### src/rtl/spn_pkg.sv
package spn_pkg;

  localparam int BLK_W   = 64;
  localparam int KEY_W   = 80;
  localparam int CNT_W   = 5;
  localparam int NROUNDS = 31;
  localparam int NIB_W   = 4;

  typedef enum logic [1:0] {
    PH_IDLE   = 2'd0,
    PH_RUN    = 2'd1,
    PH_WHITEN = 2'd2
  } phase_e;

  function automatic logic [NIB_W-1:0] sbox4(input logic [NIB_W-1:0] x);
    logic [NIB_W-1:0] y;
    case (x)
      4'h0: y = 4'hC;
      4'h1: y = 4'h5;
      4'h2: y = 4'h6;
      4'h3: y = 4'hB;
      4'h4: y = 4'h9;
      4'h5: y = 4'h0;
      4'h6: y = 4'hA;
      4'h7: y = 4'hD;
      4'h8: y = 4'h3;
      4'h9: y = 4'hE;
      4'hA: y = 4'hF;
      4'hB: y = 4'h8;
      4'hC: y = 4'h4;
      4'hD: y = 4'h7;
      4'hE: y = 4'h1;
      default: y = 4'h2;
    endcase
    return y;
  endfunction

endpackage

### src/rtl/spn_sub_layer.sv
module spn_sub_layer
  import spn_pkg::*;
#(
  parameter int BLOCK_W = BLK_W
) (
  input  logic [BLOCK_W-1:0] din,
  output logic [BLOCK_W-1:0] dout
);
  localparam int NNIB = BLOCK_W / NIB_W;

  for (genvar g = 0; g < NNIB; g++) begin : g_box
    assign dout[NIB_W*g +: NIB_W] = sbox4(din[NIB_W*g +: NIB_W]);
  end
endmodule

### src/rtl/spn_perm_layer.sv
module spn_perm_layer #(
  parameter int BLOCK_W = 64
) (
  input  logic [BLOCK_W-1:0] din,
  output logic [BLOCK_W-1:0] dout
);
  localparam int STRIDE = BLOCK_W / 4;
  localparam int MODV   = BLOCK_W - 1;

  // bit i lands at (STRIDE*i) mod (BLOCK_W-1); the top bit stays put
  for (genvar i = 0; i < BLOCK_W; i++) begin : g_wire
    localparam int DST = (i == BLOCK_W - 1) ? (BLOCK_W - 1) : ((i * STRIDE) % MODV);
    assign dout[DST] = din[i];
  end
endmodule

### src/rtl/spn_round.sv
module spn_round
  import spn_pkg::*;
#(
  parameter int BLOCK_W = BLK_W
) (
  input  logic [BLOCK_W-1:0] state_i,
  input  logic [BLOCK_W-1:0] rkey_i,
  output logic [BLOCK_W-1:0] state_o
);
  logic [BLOCK_W-1:0] mixed;
  logic [BLOCK_W-1:0] subbed;

  assign mixed = state_i ^ rkey_i;

  spn_sub_layer #(.BLOCK_W(BLOCK_W)) u_sub (
    .din  (mixed),
    .dout (subbed)
  );

  spn_perm_layer #(.BLOCK_W(BLOCK_W)) u_perm (
    .din  (subbed),
    .dout (state_o)
  );
endmodule

### src/rtl/spn_key_next.sv
module spn_key_next
  import spn_pkg::*;
#(
  parameter int KEY_W_P = KEY_W,
  parameter int CNT_W_P = CNT_W,
  parameter int ROT     = 61,
  parameter int CTR_LSB = 15
) (
  input  logic [KEY_W_P-1:0] key_i,
  input  logic [CNT_W_P-1:0] rnd_i,
  output logic [KEY_W_P-1:0] key_o
);
  logic [KEY_W_P-1:0] rotated;

  assign rotated = {key_i[KEY_W_P-ROT-1:0], key_i[KEY_W_P-1:KEY_W_P-ROT]};

  always_comb begin
    key_o = rotated;
    key_o[KEY_W_P-1 -: NIB_W]   = sbox4(rotated[KEY_W_P-1 -: NIB_W]);
    key_o[CTR_LSB +: CNT_W_P]   = rotated[CTR_LSB +: CNT_W_P] ^ rnd_i;
  end
endmodule

### src/rtl/spn_enc80.sv
module spn_enc80
  import spn_pkg::*;
#(
  parameter int BLOCK_W = BLK_W,
  parameter int KEY_BW  = KEY_W,
  parameter int RC_W    = CNT_W,
  parameter int ROUNDS  = NROUNDS
) (
  input  logic              clk,
  input  logic              rst_n,
  input  logic              key_ld,
  input  logic [KEY_BW-1:0] key_in,
  input  logic              pt_valid,
  output logic              pt_ready,
  input  logic [BLOCK_W-1:0] pt_data,
  output logic              ct_valid,
  input  logic              ct_ready,
  output logic [BLOCK_W-1:0] ct_data,
  output logic [RC_W-1:0]   round_cnt,
  output logic              done
);
  localparam logic [RC_W-1:0] LAST_RND = RC_W'(ROUNDS);

  phase_e             phase_q;
  logic [KEY_BW-1:0]  key_hold_q;
  logic [KEY_BW-1:0]  key_q;
  logic [KEY_BW-1:0]  key_d;
  logic [BLOCK_W-1:0] st_q;
  logic [BLOCK_W-1:0] st_d;
  logic [BLOCK_W-1:0] rkey;
  logic [RC_W-1:0]    rnd_q;
  logic [BLOCK_W-1:0] ct_q;
  logic               ctv_q;
  logic               done_q;
  logic               take;

  assign rkey     = key_q[KEY_BW-1 -: BLOCK_W];
  assign pt_ready = (phase_q == PH_IDLE) && !ctv_q;
  assign take     = pt_valid && pt_ready;

  spn_round #(.BLOCK_W(BLOCK_W)) u_round (
    .state_i (st_q),
    .rkey_i  (rkey),
    .state_o (st_d)
  );

  spn_key_next #(.KEY_W_P(KEY_BW), .CNT_W_P(RC_W)) u_knext (
    .key_i (key_q),
    .rnd_i (rnd_q),
    .key_o (key_d)
  );

  always_ff @(posedge clk) begin
    if (!rst_n) begin
      phase_q    <= PH_IDLE;
      key_hold_q <= '0;
      key_q      <= '0;
      st_q       <= '0;
      rnd_q      <= '0;
      ct_q       <= '0;
      ctv_q      <= 1'b0;
      done_q     <= 1'b0;
    end else begin
      done_q <= 1'b0;
      if (key_ld) key_hold_q <= key_in;
      if (ctv_q && ct_ready) ctv_q <= 1'b0;
      case (phase_q)
        PH_IDLE: begin
          if (take) begin
            st_q    <= pt_data;
            key_q   <= key_hold_q;
            rnd_q   <= RC_W'(1);
            phase_q <= PH_RUN;
          end
        end
        PH_RUN: begin
          st_q  <= st_d;
          key_q <= key_d;
          if (rnd_q == LAST_RND) begin
            rnd_q   <= '0;
            phase_q <= PH_WHITEN;
          end else begin
            rnd_q <= rnd_q + RC_W'(1);
          end
        end
        PH_WHITEN: begin
          ct_q    <= st_q ^ rkey;
          ctv_q   <= 1'b1;
          done_q  <= 1'b1;
          phase_q <= PH_IDLE;
        end
        default: phase_q <= PH_IDLE;
      endcase
    end
  end

  assign ct_valid  = ctv_q;
  assign ct_data   = ct_q;
  assign round_cnt = rnd_q;
  assign done      = done_q;
endmodule

### config.mk
export PLATFORM = sky130hd
export DESIGN_NAME = spn_enc80
export DESIGN_NICKNAME = d
export VERILOG_FILES = /design/src/rtl/spn_pkg.sv /design/src/rtl/spn_sub_layer.sv /design/src/rtl/spn_perm_layer.sv /design/src/rtl/spn_round.sv /design/src/rtl/spn_key_next.sv /design/src/rtl/spn_enc80.sv
export SDC_FILE = /design/constraint.sdc
export NUM_CORES = 1
export LEC_CHECK = 0
export BUFFER_PORTS_ARGS = -buffer_cell sky130_fd_sc_hd__buf_4
export CAP_MARGIN = 20
export CORE_ASPECT_RATIO = 1.25
export CORE_UTILIZATION = 52
export DETAILED_ROUTE_END_ITERATION = 12
export PLACE_DENSITY = 0.81
export SKIP_CTS_REPAIR_TIMING = 1
export SYNTH_ARGS = -nofsm -noshare
export SYNTH_HDL_FRONTEND = slang
export SYNTH_SLANG_ARGS = --single-unit
### constraint.sdc
create_clock -name clk -period 3.5 [get_ports clk]
set_clock_uncertainty 0.2 [all_clocks]
set_input_delay 0.35 -clock clk [delete_from_list [all_inputs] [get_ports clk]]
set_output_delay 0.35 -clock clk [all_outputs]
set_load 0.02 [all_outputs]
==> results of run 1 <==
==> final cells by class <==
class	instances	area, um2	share of cell area
inverter	71	271.5	0.01405
multi-input combinational	1181	8262	0.4274
clock buffer	39	885.9	0.04583
sequential	301	6026	0.3117
timing repair buffer	366	3153	0.1631
clock inverter	17	287.8	0.01489
tap	355	444.2	0.02298
==> cell families after synthesis <==
| kind of cell | share of synthesized area |
|---|---|
| compound gates | 0.1418 |
| xor+xnor | 0.05194 |
| fa+ha+maj | 0.07231 |
| buf+inv | 0.05311 |
| flops | 0.4003 |
| mux | 0.1293 |
| simple gates | 0.1513 |
==> sequential cells by signal, indices dropped and copies added (netlist names) <==
name and flops:
u_knext.key_o 4, key_hold_q 80, done 1, st_q 64, round_cnt 5, phase_q 2, key_q 80, ct_data 64
ct_valid 1
==> synthesized netlist by cell type, drive strengths merged (2+ instances only) <==
library cell	number
a22oi	2
o21a	3
mux4	27
nand2	210
ha	87
o221ai	3
clkbuf	67
a21oi	29
xor2	32
and3	6
a221oi	30
nor2b	2
inv	71
nor3	32
a311oi	91
mux2	3
nand3	12
nor2	293
o21ai	37
a2111oi	2
dfxtp	301
o22ai	2
o31ai	24
a211oi	51
xnor2	53
nor4	8
buf	56
mux2i	127
nand2b	4
==> where the power goes <==
part           total (uW)  internal [uW]  switching, uW  leakage, uW
clock network        3780           2360           1420     0.000584
logic                2370           1030           1340      0.00525
registers            3890           3660            233      0.00247
==> stage by stage <==
stage / area [um2] / hold WS, ns / setup WS [ns] / std cells / util
floorplan: 15050 / 0.2526 / 1.167 / 1676 / -
global placement: 16940 / 0.2675 / 0.7404 / 2152 / 0.5944
finish: 19330 / -0.07034 / 0.5994 / 2330 / 0.6785
detailed placement: 16940 / 0.2734 / 0.7046 / 2152 / 0.5944
CTS: 18110 / -0.1795 / 0.6799 / 2208 / 0.6356
global route: 19330 / 0.002024 / 0.5882 / 2330 / 0.6785
==> how the worst min path moves through the flow <==
stage / cells after the start / startpoint / endpoint / slack, ns
final: 3 / pt_data[60] / st_q[60]$_SDFFE_PN0N_ / -0.07
after global routing: 3 / pt_data[60] / st_q[60]$_SDFFE_PN0N_ / 0.002
after CTS: 3 / key_in[9] / key_hold_q[9]$_SDFFE_PN0P_ / -0.18
after detailed placement: 2 / key_q[7]$_SDFFE_PN0N_ / key_q[7]$_SDFFE_PN0N_ / 0.27
after global placement: 2 / st_q[19]$_SDFFE_PN0N_ / st_q[19]$_SDFFE_PN0N_ / 0.27
after floorplan: 2 / key_hold_q[18]$_SDFFE_PN0P_ / key_hold_q[18]$_SDFFE_PN0P_ / 0.25
==> routing by layer <==
layer / vias up / part of all wire / track usage
met4: 0 / 0.066 / 0.1935
met1: 6717 / 0.38 / 0.3961
li1: 6392 / - / -
met5: - / 0 / 0
met3: 185 / 0.089 / 0.04783
met2: 806 / 0.47 / 0.5051
==> tightest hold or removal path, stage by stage <==
cell,delay (ns)
buf_4,0.08
nor2_1,0.05
o31ai_1,0.17
==> flow_metrics.tcl, run 1 <==
set metrics [dict create \
    post-route-min-period_ns 2.901 \
    drt_iter0_drc 1825 \
    synth.distinct_cells 54 \
    slowest_stage "nand2_2" \
    row_count 69 \
    outcome "complete, but fails checks" \
    drive_above_1_share 0.1732 \
    cp-end-kind "flop" \
    io_pins 221 \
    grt_pass1_wl_um 71500 \
    hold_viol 6 \
    ff2ff_setup_slack_ns 0.60 \
    ys_warn_count 0 \
    core_area_mm2 0.02849 \
    arrival_ns 3.11 \
    wl_um 50490 \
    setup_violations 0 \
    netlist_area_mm2 0.01505 \
    worst-path-buf-inv 1 \
    violations "negative hold slack" \
    gp_congestion 0.9967 \
    async_flop_share 0 \
    worstPathRequired_ns 3.70 \
    startpoint "phase_q[1]$_SDFFE_PN0P_" \
    dp_hpwl_um 33870 \
    area_growth_pct 28.40 \
    critPathCapture "st_q[16]$_SDFFE_PN0N_" \
    synth_edf_count 0 \
    synth_fp_nets 1912 \
    h-tree-depth 1 \
    totalPowerFinal_uw 10050 \
    timing.hold.worst.class "input port to flop" \
    viasPerCell 6.052 \
    die-area_mm2 0.02964 \
    peakVddDrop_mv 0.4355 \
    worst_pin_slew_ns 1.247 \
    timing_worst_setup_path_type "flop to flop" \
    cts.sinks 301 \
    clockBufferDepth 3 \
    drt_first_pass_iters 6 \
    clock.fmax_mhz 344.8 \
    cts_tree "done" \
    cap_viol_max_count 0 \
    yosysSeqAreaShare 0.4003 \
    slew_viol_final 0 \
    vias 14100 \
    yosysTopAreaCell "dfxtp_1" \
    mostFrequentLayoutCells "301 x dfxtp_1, 291 x nor2_1, 236 x buf_4" \
    reg2reg_to "st_q[16]$_SDFFE_PN0N_" \
    synth_cells 1676 \
    path_depth 5 \
    tns_ns 0 \
    drcViolationCount 0 \
    synth-seq-cells 301 \
    die_y_um 192.2 \
    power_leakage_uw 0.008305 \
    start_util 0.5284 \
    crit_chain "inv_2, nand2_2, nand2_1, and3_1, a211oi_1" \
    reg2reg_from "phase_q[1]$_SDFFE_PN0P_" \
    fillers 2129 \
    grt_usage 0.3136 \
    antenna_cells 0 \
    io_buffers 220 \
    rsz0062_at_grt "false" \
    ys.flop_type "dfxtp_1" \
    powerDensity_mw_per_mm2 519.7 \
    max_slew_margin 0.1685 \
    slowest_delay_ns 0.71 \
    path_delay_family "simple AND/OR/NAND/NOR gates" \
    final_common_cell "dfxtp_1" \
    numCtsBuffers 30 \
    antenna_found_initial 0 \
    clockRootBuffer "clkbuf_16" \
    clk_latency_ns 0.56 \
    fin_crit_sh 0.8287 \
    synth_top_area_frac 0.4003 \
    cp_max_fo 37 \
    die_x_um 154.2 \
    overflow 0 \
    startpoint_type "flop" \
    r2r_cells 5 \
    synth_area_leaders "dfxtp_1 40%, mux2i_1 8.4%, nor2_1 7.3%" \
    hold_slack_ns -0.07034 \
    avgSynthCellArea_um2 8.982 \
    nets 2187 \
    clk_pin_slew_ns 0.07 \
    antenna_left 0 \
    grt_pass1_vias 12490 \
    grt_max_degree 269 \
    wl_per_cell_um 21.67 \
]
(Power assumes the default switching activity.)
==> inputs of run 2 (changes only) <==
clock period = 2.9 ns   (was 3.5 ns; I/O delays follow)
==> flow_metrics.tcl, run 2 (synthesis results as in run 1) <==
set metrics [dict create \
    drcViolationCount 0 \
    seqPwrFrac 0.403 \
    powerDensity_mw_per_mm2 595.8 \
    clockRootBuffer "clkbuf_16" \
    drt_iter0_drc 1665 \
    peakVddDrop_mv 0.5082 \
    dp_hpwl_um 34360 \
    post-route-min-period_ns 2.669 \
    cp-end-kind "flop" \
    clk_latency_ns 0.57 \
    mostFrequentLayoutCells "301 x dfxtp_1, 291 x nor2_1, 264 x buf_4" \
    startpoint_type "flop" \
    clockBufferDepth 3 \
    cp_max_fo 12 \
    grt_max_degree 269 \
    cts.sinks 301 \
    io_buffers 220 \
    slew_viol_final 0 \
    cap_viol_max_count 0 \
    grt_pass1_wl_um 71110 \
    nets 2237 \
    antenna_left 0 \
    wl_um 50980 \
    timing.hold.worst.class "input port to flop" \
    drive_above_1_share 0.1812 \
    overflow 0 \
    violations "negative hold slack" \
    p_sw_uw 3652 \
    die_x_um 154.2 \
    die_y_um 192.2 \
    outcome "complete, but fails checks" \
    antenna_found_initial 0 \
    power_frac_clock 0.343 \
    hold_viol 1 \
    pwr-share-comb 0.254 \
    numCtsBuffers 30 \
    antenna_cells 0 \
    start_util 0.5284 \
    dpl_cell_area_mm2 0.01717 \
    tns_ns 0 \
    rsz0062_at_grt "false" \
    worstPathRequired_ns 3.16 \
    p_sw_frac 0.3124 \
    startpoint "phase_q[0]$_SDFFE_PN0P_" \
    gp_congestion 0.9331 \
    max_slew_margin 0.01871 \
    final_common_cell "dfxtp_1" \
    core_area_mm2 0.02849 \
    area_growth_pct 30.31 \
    viasPerCell 5.992 \
    cts_tree "done" \
    wl_per_cell_um 21.42 \
    reg_top3 "key_hold_q x80, key_q x80" \
    vias 14260 \
    grt_usage 0.3132 \
    power_leakage_uw 0.008446 \
    timing_worst_setup_path_type "flop to flop" \
    reg2reg_from "phase_q[0]$_SDFFE_PN0P_" \
    die-area_mm2 0.02964 \
    fin_crit_sh 0.9202 \
    hp-start "pt_data[51]" \
    setup_violations 0 \
    p_int_uw 8037 \
    grt_pass1_vias 12640 \
    arrival_ns 2.93 \
    clock.fmax_mhz 374.7 \
    h-tree-depth 1 \
    io_pins 221 \
    row_count 69 \
    clk_pin_slew_ns 0.07 \
    hold_slack_ns -0.03667 \
    worst_pin_slew_ns 1.472 \
    drt_first_pass_iters 7 \
    fin_area_mm2 0.01962 \
]
-- run 2: cell types whose count changed in the layout (fill, tap and decap cells not counted), moves of 4 or more --
cell	before	now
clkbuf_1	0	4
clkinv_4	0	4
buf_4	236	264
dlygate4sd3_1	122	143
bufinv_16	8	2
-- run 2: metal layers --
metal	up-vias	GRT usage	share of wire
met2	796	0.5089	0.47
met3	165	0.04129	0.090
met5	-	0	0
li1	6503	-	-
met4	0	0.1896	0.060
met1	6797	0.3977	0.38
-- run 2: cell type report --
class | instances | area [um2]
Clock buffer | 40 | 859.6
Clock inverter | 16 | 161.4
Fill cell | 2046 | 8872
Inverter | 71 | 271.5
Multi-Input combinational cell | 1181 | 8262
Sequential cell | 301 | 6026
Tap cell | 355 | 444.2
Timing Repair Buffer | 416 | 3593
-- run 2: per-stage QoR --
| step | power (uW) | hold WS (ns) | util | setup slack (ns) | std cells |
|---|---|---|---|---|---|
| after floorplan | 6494 | 0.2368 | - | 0.5668 | 1676 |
| after global placement | 7396 | 0.2681 | 0.6025 | 0.4353 | 2181 |
| after detailed placement | 7489 | 0.2734 | 0.6025 | 0.2861 | 2181 |
| after CTS | 11440 | -0.2490 | 0.6383 | 0.2754 | 2237 |
| after global routing | 12090 | -0.007980 | 0.6886 | 0.02648 | 2380 |
| final | 11690 | -0.03667 | 0.6886 | 0.2313 | 2380 |
-- run 2: final timing paths --
path	to	slack [ns]	depth (start not counted)
hold reg to reg	key_q[8]$_SDFFE_PN0N_	0.28	2
hold / removal	st_q[51]$_SDFFE_PN0N_	-0.04	3
setup reg to reg	u_knext.key_o[76]$_DFF_P_	0.23	9
setup / recovery	u_knext.key_o[76]$_DFF_P_	0.23	9
-- run 2: power by group through the flow --
stage | clock, uW | combinational (uW) | sequential, uW
5_1_grt | 4200 | 3160 | 4720
3_5_place_dp | 0 | 2710 | 4780
4_1_cts | 4020 | 2730 | 4690
2_1_floorplan | 0 | 1840 | 4660
3_3_place_gp | 0 | 2630 | 4770
6_report | 4010 | 2970 | 4710
-- run 2: critical path, stage by stage (launching register included) --
cell and delay (ns):
dfxtp_1 0.63, inv_1 0.23, a21oi_2 0.20, nor2_1 0.06, or2_2 0.31, inv_1 0.13, ha_1 0.27, a21oi_1 0.15
a221oi_1 0.11, o32ai_1 0.27
